==> src/rtl/rx_crc_dual_pkg.sv <==
package rx_crc_dual_pkg;
   localparam int unsigned C5_W        = 5;
   localparam logic [4:0]  C5_POLY     = 5'b00101;
   localparam logic [4:0]  C5_PRESET   = 5'b11111;
   localparam logic [4:0]  C5_RESIDUAL = 5'b01100;

   localparam int unsigned C16_W        = 16;
   localparam logic [15:0] C16_POLY     = 16'h8005;
   localparam logic [15:0] C16_PRESET   = 16'hFFFF;
   localparam logic [15:0] C16_RESIDUAL = 16'h800D;

   typedef struct packed {
      logic done;
      logic good;
      logic sel5;
   } verdict_t;
endpackage

==> src/rtl/crc_serial_lane.sv <==
module crc_serial_lane #(
   parameter int unsigned W        = 5,
   parameter logic [W-1:0] POLY     = '0,
   parameter logic [W-1:0] PRESET   = '1,
   parameter logic [W-1:0] RESIDUAL = '0
) (
   input  logic clk,
   input  logic rst_n,
   input  logic clr,
   input  logic start,
   input  logic step,
   input  logic din,
   output logic match
);
   localparam int unsigned MSB = W - 1;

   if (W < 2) begin : g_bad_w
      $error("crc_serial_lane: W must be at least 2");
   end

   logic [W-1:0] q;
   logic [W-1:0] base;
   logic [W-1:0] nxt;
   logic         fb;

   always_comb begin
      base = start ? PRESET : q;
      fb   = base[MSB] ^ din;
   end

   for (genvar i = 0; i < W; i++) begin : g_tap
      if (i == 0) begin : g_lsb
         assign nxt[i] = fb & POLY[i];
      end else begin : g_up
         assign nxt[i] = base[i-1] ^ (fb & POLY[i]);
      end
   end

   always_ff @(posedge clk or negedge rst_n) begin
      if (!rst_n)      q <= PRESET;
      else if (clr)    q <= PRESET;
      else if (step)   q <= nxt;
      else if (start)  q <= PRESET;
   end

   assign match = (q == RESIDUAL);
endmodule

==> src/rtl/crc_verdict.sv <==
module crc_verdict
   import rx_crc_dual_pkg::*;
(
   input  logic     clk,
   input  logic     rst_n,
   input  logic     arm,
   input  logic     chk_en,
   input  logic     short_pkt,
   input  logic     match5,
   input  logic     match16,
   output logic     start,
   output verdict_t vd
);
   logic en_q;
   logic fall;

   always_ff @(posedge clk or negedge rst_n) begin
      if (!rst_n)    en_q <= 1'b0;
      else if (!arm) en_q <= 1'b0;
      else           en_q <= chk_en;
   end

   assign start = arm & chk_en & ~en_q;
   assign fall  = arm & en_q & ~chk_en;

   always_ff @(posedge clk or negedge rst_n) begin
      if (!rst_n)      vd <= '0;
      else if (!arm)   vd <= '0;
      else if (start)  vd <= '0;
      else if (fall) begin
         vd.done <= 1'b1;
         vd.sel5 <= short_pkt;
         vd.good <= short_pkt ? match5 : match16;
      end
   end
endmodule

==> src/rtl/rx_crc_dual.sv <==
module rx_crc_dual
   import rx_crc_dual_pkg::*;
#(
   parameter int unsigned SW          = C5_W,
   parameter logic [SW-1:0] S_POLY     = C5_POLY,
   parameter logic [SW-1:0] S_PRESET   = C5_PRESET,
   parameter logic [SW-1:0] S_RESIDUAL = C5_RESIDUAL,
   parameter int unsigned LW          = C16_W,
   parameter logic [LW-1:0] L_POLY     = C16_POLY,
   parameter logic [LW-1:0] L_PRESET   = C16_PRESET,
   parameter logic [LW-1:0] L_RESIDUAL = C16_RESIDUAL
) (
   input  logic clk,
   input  logic rst_n,
   input  logic arm,
   input  logic rx_bit,
   input  logic rx_vld,
   input  logic chk_en,
   input  logic short_pkt,
   output logic crc_good,
   output logic chk_done,
   output logic used_crc5
);
   if (SW >= LW) begin : g_bad_order
      $error("rx_crc_dual: short checker must be narrower than long checker");
   end

   logic     start;
   logic     step;
   logic     clr;
   logic     m5;
   logic     m16;
   verdict_t vd;

   assign clr  = ~arm;
   assign step = arm & chk_en & rx_vld;

   crc_verdict u_vd (
      .clk(clk), .rst_n(rst_n), .arm(arm), .chk_en(chk_en),
      .short_pkt(short_pkt), .match5(m5), .match16(m16),
      .start(start), .vd(vd)
   );

   crc_serial_lane #(.W(SW), .POLY(S_POLY), .PRESET(S_PRESET), .RESIDUAL(S_RESIDUAL)) u_short (
      .clk(clk), .rst_n(rst_n), .clr(clr), .start(start), .step(step),
      .din(rx_bit), .match(m5)
   );

   crc_serial_lane #(.W(LW), .POLY(L_POLY), .PRESET(L_PRESET), .RESIDUAL(L_RESIDUAL)) u_long (
      .clk(clk), .rst_n(rst_n), .clr(clr), .start(start), .step(step),
      .din(rx_bit), .match(m16)
   );

   assign crc_good  = vd.good;
   assign chk_done  = vd.done;
   assign used_crc5 = vd.sel5;
endmodule

==> config.mk <==
export PLATFORM = sky130hd
export DESIGN_NAME = rx_crc_dual
export DESIGN_NICKNAME = d
export VERILOG_FILES = /design/src/rtl/rx_crc_dual_pkg.sv /design/src/rtl/crc_serial_lane.sv /design/src/rtl/crc_verdict.sv /design/src/rtl/rx_crc_dual.sv
export SDC_FILE = /design/constraint.sdc
export NUM_CORES = 1
export LEC_CHECK = 0
export CORE_MARGIN = 4
export CORE_UTILIZATION = 35
export CTS_CLUSTER_SIZE = 40
export DETAILED_ROUTE_END_ITERATION = 12
export DONT_BUFFER_PORTS = 1
export GPL_TIMING_DRIVEN = 0
export SLEW_MARGIN = 15
export SYNTH_ARGS = -nofsm -noshare
export SYNTH_HDL_FRONTEND = slang
export SYNTH_SLANG_ARGS = --single-unit
==> constraint.sdc <==
create_clock -name clk -period 1.5 [get_ports clk]
set_clock_uncertainty 0.05 [all_clocks]
set_input_delay 0.15 -clock clk [delete_from_list [all_inputs] [get_ports clk]]
set_output_delay 0.15 -clock clk [all_outputs]
set_load 0.02 [all_outputs]
==> impl_metrics.yaml, run 1 <==
global_route:
  grt_max_degree: 26
  antenna_found_initial: 0
  grtUsageTotal: 0.124
  grt_pass1_vias: 849
  grt_pass1_wl_mm: 4.09
  gr-total-overflow: 0
clock_tree:
  cts.sinks: 25
  cts_buffers: 3
  cts_setup_buffers: 0
  cts-root-buf: "clkbuf_4"
  clock_latency_ps: 320
  path_clk_slew_ps: 140
  cts_max_path_buffers: 2
  htree_levels: 1
  cts_tree: "built"
timing:
  rsz0062_at_grt: "false"
  min_period_ps: 1440
  report.final.hold_viol_count: 0
  clock.fmax_mhz: 694
  worst_pin_slew_ps: 535
  setup_viol: 0
  slew_violations: 0
  finalCritPeriodShare: 0.960
  relSlewSlack: 0.644
place:
  place.gp.congestion: 0.754
  place_area_sq_um: 1240
  port_buffers: 0
  dp_cells: 149
  dp_hpwl_mm: 1.60
worst_setup_path:
  startpoint: "u_long.q[0]$_DFF_PN1_"
  worst-path-buf-inv: 0
  critPathTopFamily: "simple AND/OR/NAND/NOR gates"
  critPathMaxStageDelay_ps: 570
  cpMaxStageDelayCell: "dfstp_2"
  crit_required_ps: 1730
  reg2reg_from: "u_long.q[0]$_DFF_PN1_"
  crit_path_cell_trace: "or3b_4 > nor4_4 > o21a_1"
  crit_type: "reg -> reg"
  end_kind: "flop"
  crit_fanout: 3
  cp.arrival_ps: 1670
  worst_setup_path_start_kind: "flop"
finish:
  fin_area_sq_um: 1340
  final_cells: 157
  syn_to_final_growth_pct: 13.0
  nets: 121
  layout_common_cells: "dfstp_2 (21), o22a_1 (15), nand2_1 (10), nand3_1 (5), xnor2_1 (5)"
  drive_gt1_frac: 0.336
  layout_commonest_cell: "dfstp_2"
  num_antenna_cells: 0
detailed_routing:
  ant_nets: 0
  vias: 850
  drc: 0
  drt-initial-drc-count: 84
  wire_per_inst_microns: 14.8
  firstDrtPassIters: 4
  drt_wl_total_mm: 2.32
  avgViaCountPerCell: 5.41
logic_synthesis:
  syn_inst: 105
  synth-edff-count: 0
  ys_seq_area_frac: 0.549
  post_synth.cell_area_avg_sq_um: 11.3
  synth_cell_types: 30
  syn-num-nets: 112
  syn_area_sq_um: 1190
  ys_warn_count: 0
  synthArstFlopShare: 1.00
  synth_ff_type: "dfstp_2"
  ys_ff_latch: 25
pwr:
  sw_frac_of_total: 0.252
  p_int_uw: 837
  power_frac_comb: 0.091
  p_per_area_nw_per_um2: 834
  power.switching_uw: 282
  seq_power_share: 0.632
  ir_worst_vdd_mv: 0.256
  clockPowerShare: 0.276
  p_leak_nw: 0.458
min_path:
  hp-class: "in -> reg"
  min_from: "rx_vld"
die:
  core_sq_um: 3150
  die_w_microns: 66.2
  initial_utilization: 0.377
  dieArea_sq_um: 4390
  die_y_microns: 66.2
  rows: 20
  ioPinCount: 10
run_status:
  status: "completed"
run:
  maxCapViolations: 0
==> worst paths after layout <==
kind                       slack (ps)                      to  depth (start not counted)
hold / removal                     80   u_long.q[3]$_DFF_PN1_                          2
setup / recovery                   60  u_vd.vd[1]$_DFFE_PN0P_                          3
max in group asynchronous         740     u_vd.en_q$_DFF_PN0_                          2
min in group asynchronous         280  u_vd.vd[1]$_DFFE_PN0P_                          2
hold reg to reg                   480   u_long.q[8]$_DFF_PN1_                          1
setup reg to reg                   60  u_vd.vd[1]$_DFFE_PN0P_                          3
==> layer usage <==
layer | vias to the layer above | part of all wire | wire length, microns | global-route usage
li1 | 402 | - | - | -
met1 | 427 | 0.46 | 1080 | 0.161
met2 | 17 | 0.47 | 1080 | 0.187
met3 | 4 | 0.052 | 121 | 0.0340
met4 | 0 | 0.016 | 36 | 0.0660
met5 | - | 0 | 0 | 0
==> flip-flops by register name (all words and copies together) (netlist names) <==
register	cells
u_vd.en_q	1
u_short.q	5
u_long.q	16
u_vd.vd	3
==> Yosys cell counts (2+ instances only) <==
cell | instances | share of area
xnor2_1 | 5 | 0.037
o21ai_1 | 2 | 0.0084
o21a_1 | 3 | 0.019
o22a_1 | 15 | 0.11
o21ai_0 | 4 | 0.017
a21oi_1 | 3 | 0.013
nor2b_1 | 5 | 0.026
dfrtp_1 | 4 | 0.084
clkbuf_1 | 2 | 0.0063
nand2_1 | 10 | 0.032
xor2_1 | 2 | 0.015
buf_2 | 3 | 0.013
nor2_1 | 2 | 0.0063
dfstp_2 | 21 | 0.46
nand3_1 | 5 | 0.021
nand3b_1 | 4 | 0.025
nor4_1 | 2 | 0.011
==> logic make-up after synthesis <==
kind of cell / count (synthesis) / synth area share
AO/OA/AOI/OAI: 30 / 0.190
flip-flops: 25 / 0.549
buffers and inverters: 7 / 0.0316
AND/OR/NAND/NOR: 36 / 0.178
XOR/XNOR: 7 / 0.0516
==> what timing repair did <==
item                       CTS  global route
setup endpoints to repair   11            11
hold endpoints to repair    28             4
pin swaps                    0             1
hold buffers                 3             1
resized for setup            2             5
==> power groups by stage <==
stage               Clock [mW]  Sequential [mW]  Combinational, mW
finish                   0.309            0.707              0.102
global route             0.364            0.710              0.115
CTS                      0.329            0.707              0.102
detailed placement           0            0.717             0.0792
global placement             0            0.716             0.0783
floorplan                    0            0.713             0.0650
==> through the flow <==
| stage | setup WS [ps] | total power, mW | util | hold slack (ps) | TNS, ps |
|---|---|---|---|---|---|
| after global placement | -50.0 | 0.795 | 0.394 | -195 | -448 |
| after detailed placement | -29.9 | 0.796 | 0.394 | -195 | -215 |
| after global routing | 15.7 | 1.19 | 0.425 | 43.5 | 0 |
| after CTS | 26.4 | 1.14 | 0.418 | 62.9 | 0 |
| after floorplan | 105 | 0.778 | - | -196 | 0 |
| final | 59.5 | 1.12 | 0.425 | 75.3 | 0 |
==> worst register-to-register path, delay by kind of cell, from the launching register on <==
family / cells / cell delay, ps
flops: 1 / 570
simple gates: 2 / 660
compound gates: 1 / 130
==> cell type report <==
cell class,count,area [sq um]
Clock buffer,3,22.5
Fill cell,322,1810
Multi-Input combinational cell,73,531
Tap cell,44,55.1
Clock inverter,1,7.51
Timing Repair Buffer,4,35.0
Buffer,6,33.8
Inverter,1,3.75
Sequential cell,25,653
No activity file was read; power rests on OpenSTA's default activity.
==> run 2: changes to the inputs <==
--- a/config.mk
+++ b/config.mk
@@ -6,12 +6,14 @@
 export NUM_CORES = 1
 export LEC_CHECK = 0
 export CORE_MARGIN = 4
-export CORE_UTILIZATION = 35
+export CORE_UTILIZATION = 55
 export CTS_CLUSTER_SIZE = 40
 export DETAILED_ROUTE_END_ITERATION = 12
 export DONT_BUFFER_PORTS = 1
 export GPL_TIMING_DRIVEN = 0
+export PLACE_DENSITY = 0.7
 export SLEW_MARGIN = 15
 export SYNTH_ARGS = -nofsm -noshare
 export SYNTH_HDL_FRONTEND = slang
+export SYNTH_HIERARCHICAL = 1
 export SYNTH_SLANG_ARGS = --single-unit
==> run 2 against run 1 <==
  * Maximum frequency up 0.47%
  * Worst setup slack better by 6.7 ps
  * Combinational power grew 21%
  * Sequential power barely moved
  * Clock-buffer cell count unchanged
  * Critical path depth increased by 2
  * First-iteration DRC count decreased by 58%
  * Cell area is 9.0% higher
  * Global-route usage increased by 4.2 points
  * Non-clock buffer count is 4 higher
  * Total power is 0.54% higher
  * Critical endpoint is now u_vd/vd[1]$_DFFE_PN0P_
  * Largest cell class unchanged
  * Largest power group unchanged
==> impl_metrics.yaml, run 2 <==
die:
  die_w_microns: 56.8
  die_y_microns: 56.8
  ioPinCount: 10
  initial_utilization: 0.587
  dieArea_sq_um: 3230
  rows: 17
  core_sq_um: 2230
timing:
  slew_violations: 0
  finalSetupTns_ps: 0
  clock.fmax_mhz: 697
  fin_ws_ps: 66.2
  rsz0062_at_grt: "true"
  worst_pin_slew_ps: 548
  worst_hold_slack_ps: 20.5
  relSlewSlack: 0.635
  min_period_ps: 1430
  setup_viol: 0
  finalCritPeriodShare: 0.956
  report.final.hold_viol_count: 0
clock_tree:
  cts_buffers: 3
  htree_levels: 1
  cts_max_path_buffers: 2
  cts-root-buf: "clkbuf_4"
  cts.sinks: 25
  path_clk_slew_ps: 140
  cts_tree: "built"
  clock_latency_ps: 310
worst_setup_path:
  ff2ff_setup_slack_ps: 70
  critPathMaxStageDelay_ps: 560
  crit_fanout: 2
  crit_path_cell_trace: "nor4bb_4 > nand4_1 > nor2_1 > mux2i_1 > o211ai_1"
  cp.arrival_ps: 1630
  crit_type: "reg -> reg"
  cpMaxStageDelayCell: "dfstp_2"
  crit_required_ps: 1690
  worst_setup_path_start_kind: "flop"
  end_kind: "flop"
place:
  dp_hpwl_mm: 1.61
  dp_cells: 146
  port_buffers: 0
  place.gp.congestion: 0.733
  pre_cts_slack_ps: -133
  place_area_sq_um: 1350
min_path:
  hp-class: "in -> reg"
finish:
  largest_register_ff_count: 16
  fin_util: 0.655
  final_cells: 158
  regMostFlops: "u_long/q"
  nets: 138
  num_antenna_cells: 0
  drive_gt1_frac: 0.315
  reg_top3: "u_long/q: 16 flops, u_short/q: 5 flops, u_vd/vd: 3 flops"
  fillers: 190
  fin_area_sq_um: 1460
  syn_to_final_growth_pct: 11.5
  layout_common_cells: "nand2_1 (21), dfstp_2 (21), mux2i_1 (17), buf_4 (6), nor2_1 (6)"
pwr:
  p_per_area_nw_per_um2: 769
  ir_worst_vdd_mv: 0.486
  p_leak_nw: 0.604
  power.total_mw: 1.13
logic_synthesis:
  synth-edff-count: 0
  yosys-top-cells-count: "dfstp_2 (21), nand2_1 (21), mux2i_1 (17)"
  synth_area_leaders: "dfstp_2 (42%), mux2i_1 (13%), dfrtp_1 (7.6%)"
  synthArstFlopShare: 1.00
  synth_ff_type: "dfstp_2"
  post_synth.cell_area_avg_sq_um: 11.1
  syn_area_sq_um: 1310
  syn_inst: 118
  synth_top_area_cell: "dfstp_2"
  synth_top_cell_area_share: 0.421
  syn-num-nets: 125
  ys_seq_area_frac: 0.497
  synth_cell_types: 45
  ys_warn_count: 6
  ys_ff_latch: 25
global_route:
  grt_max_degree: 26
  grt_pass1_vias: 890
  grtUsageTotal: 0.166
  antenna_found_initial: 0
  grt_pass1_wl_mm: 4.18
  gr-total-overflow: 0
detailed_routing:
  drt-initial-drc-count: 35
  ant_nets: 0
  drt_wl_total_mm: 2.51
  avgViaCountPerCell: 5.99
  firstDrtPassIters: 4
  drc: 0
  vias: 947
  wire_per_inst_microns: 15.9
run_status:
  status: "completed"
run:
  maxCapViolations: 0
run 2: changes by cell type after synthesis, moves of 3 or more:
| cell | previous run | this run |
|---|---|---|
| o21ai_0 | 4 | 1 |
| nor2_1 | 2 | 6 |
| nor2b_1 | 5 | 1 |
| o22a_1 | 15 | 0 |
| nand2_1 | 10 | 21 |
| xnor2_1 | 5 | 1 |
| mux2i_1 | 0 | 17 |
| a21oi_1 | 3 | 0 |
| nand3_1 | 5 | 0 |
run 2: routing by layer:
layer / track usage / up-vias / routed length (microns)
met5: 0 / - / 0
met4: 0.0795 / 0 / 42
met3: 0.0299 / 4 / 109
met2: 0.267 / 21 / 1190
met1: 0.214 / 468 / 1170
li1: - / 454 / -
run 2: worst paths after layout:
path                                          endpoint  depth (start not counted)                   from
worst max-delay path            u_vd/vd[1]$_DFFE_PN0P_                          5  u_long/q[0]$_DFF_PN1_
worst min-delay path            u_short/q[0]$_DFF_PN1_                          2                 rx_bit
worst max register to register  u_vd/vd[1]$_DFFE_PN0P_                          5  u_long/q[0]$_DFF_PN1_
worst min register to register   u_long/q[7]$_DFF_PN1_                          2  u_long/q[7]$_DFF_PN1_
max in group asynchronous        u_long/q[2]$_DFF_PN1_                          2                  rst_n
min in group asynchronous       u_vd/vd[2]$_DFFE_PN0P_                          2                  rst_n
run 2: kinds of logic after synthesis:
logic type,Yosys count,synth area share
AOI/OAI and AO/OA,16,0.100
xor gates and xnor gates,2,0.0134
buffers and inverters,7,0.0362
DFF,25,0.497
muxes,18,0.141
and+or+nand+nor,50,0.212
run 2: where the power goes:
part           total (mW)  internal, mW  switching (mW)  leakage (nW)
Combinational       0.123        0.0588          0.0639         0.311
Sequential          0.704         0.692          0.0122         0.275
Clock               0.298        0.0997           0.199        0.0177
Total                1.13         0.850           0.275         0.604
run 2: what timing repair did:
item / in CTS / in global routing
hold buffers: 4 / 1
pin swaps: 0 / 5
endpoints found under the hold margin: 29 / 4
setup buffers: 4 / 1
gates resized for setup: 3 / 1
setup endpoints to repair: 12 / 4
run 2: worst max-delay path, delay by kind of cell (launching register included):
family | cells | cell delay [ps]
AO/OA/AOI/OAI | 1 | 170
multiplexers | 1 | 80
flip-flops | 1 | 560
AND/OR/NAND/NOR | 3 | 500
run 2: layout make-up:
| class | instances | area [sq um] | share of cell area |
|---|---|---|---|
| Multi-Input combinational cell | 86 | 633 | 0.433 |
| Clock inverter | 1 | 5.00 | 0.00342 |
| Tap cell | 28 | 35.0 | 0.0240 |
| Sequential cell | 25 | 652 | 0.446 |
| Clock buffer | 3 | 22.5 | 0.0154 |
| Timing Repair Buffer | 10 | 82.6 | 0.0565 |
| Inverter | 1 | 3.75 | 0.00257 |
| Buffer | 4 | 28.8 | 0.0197 |
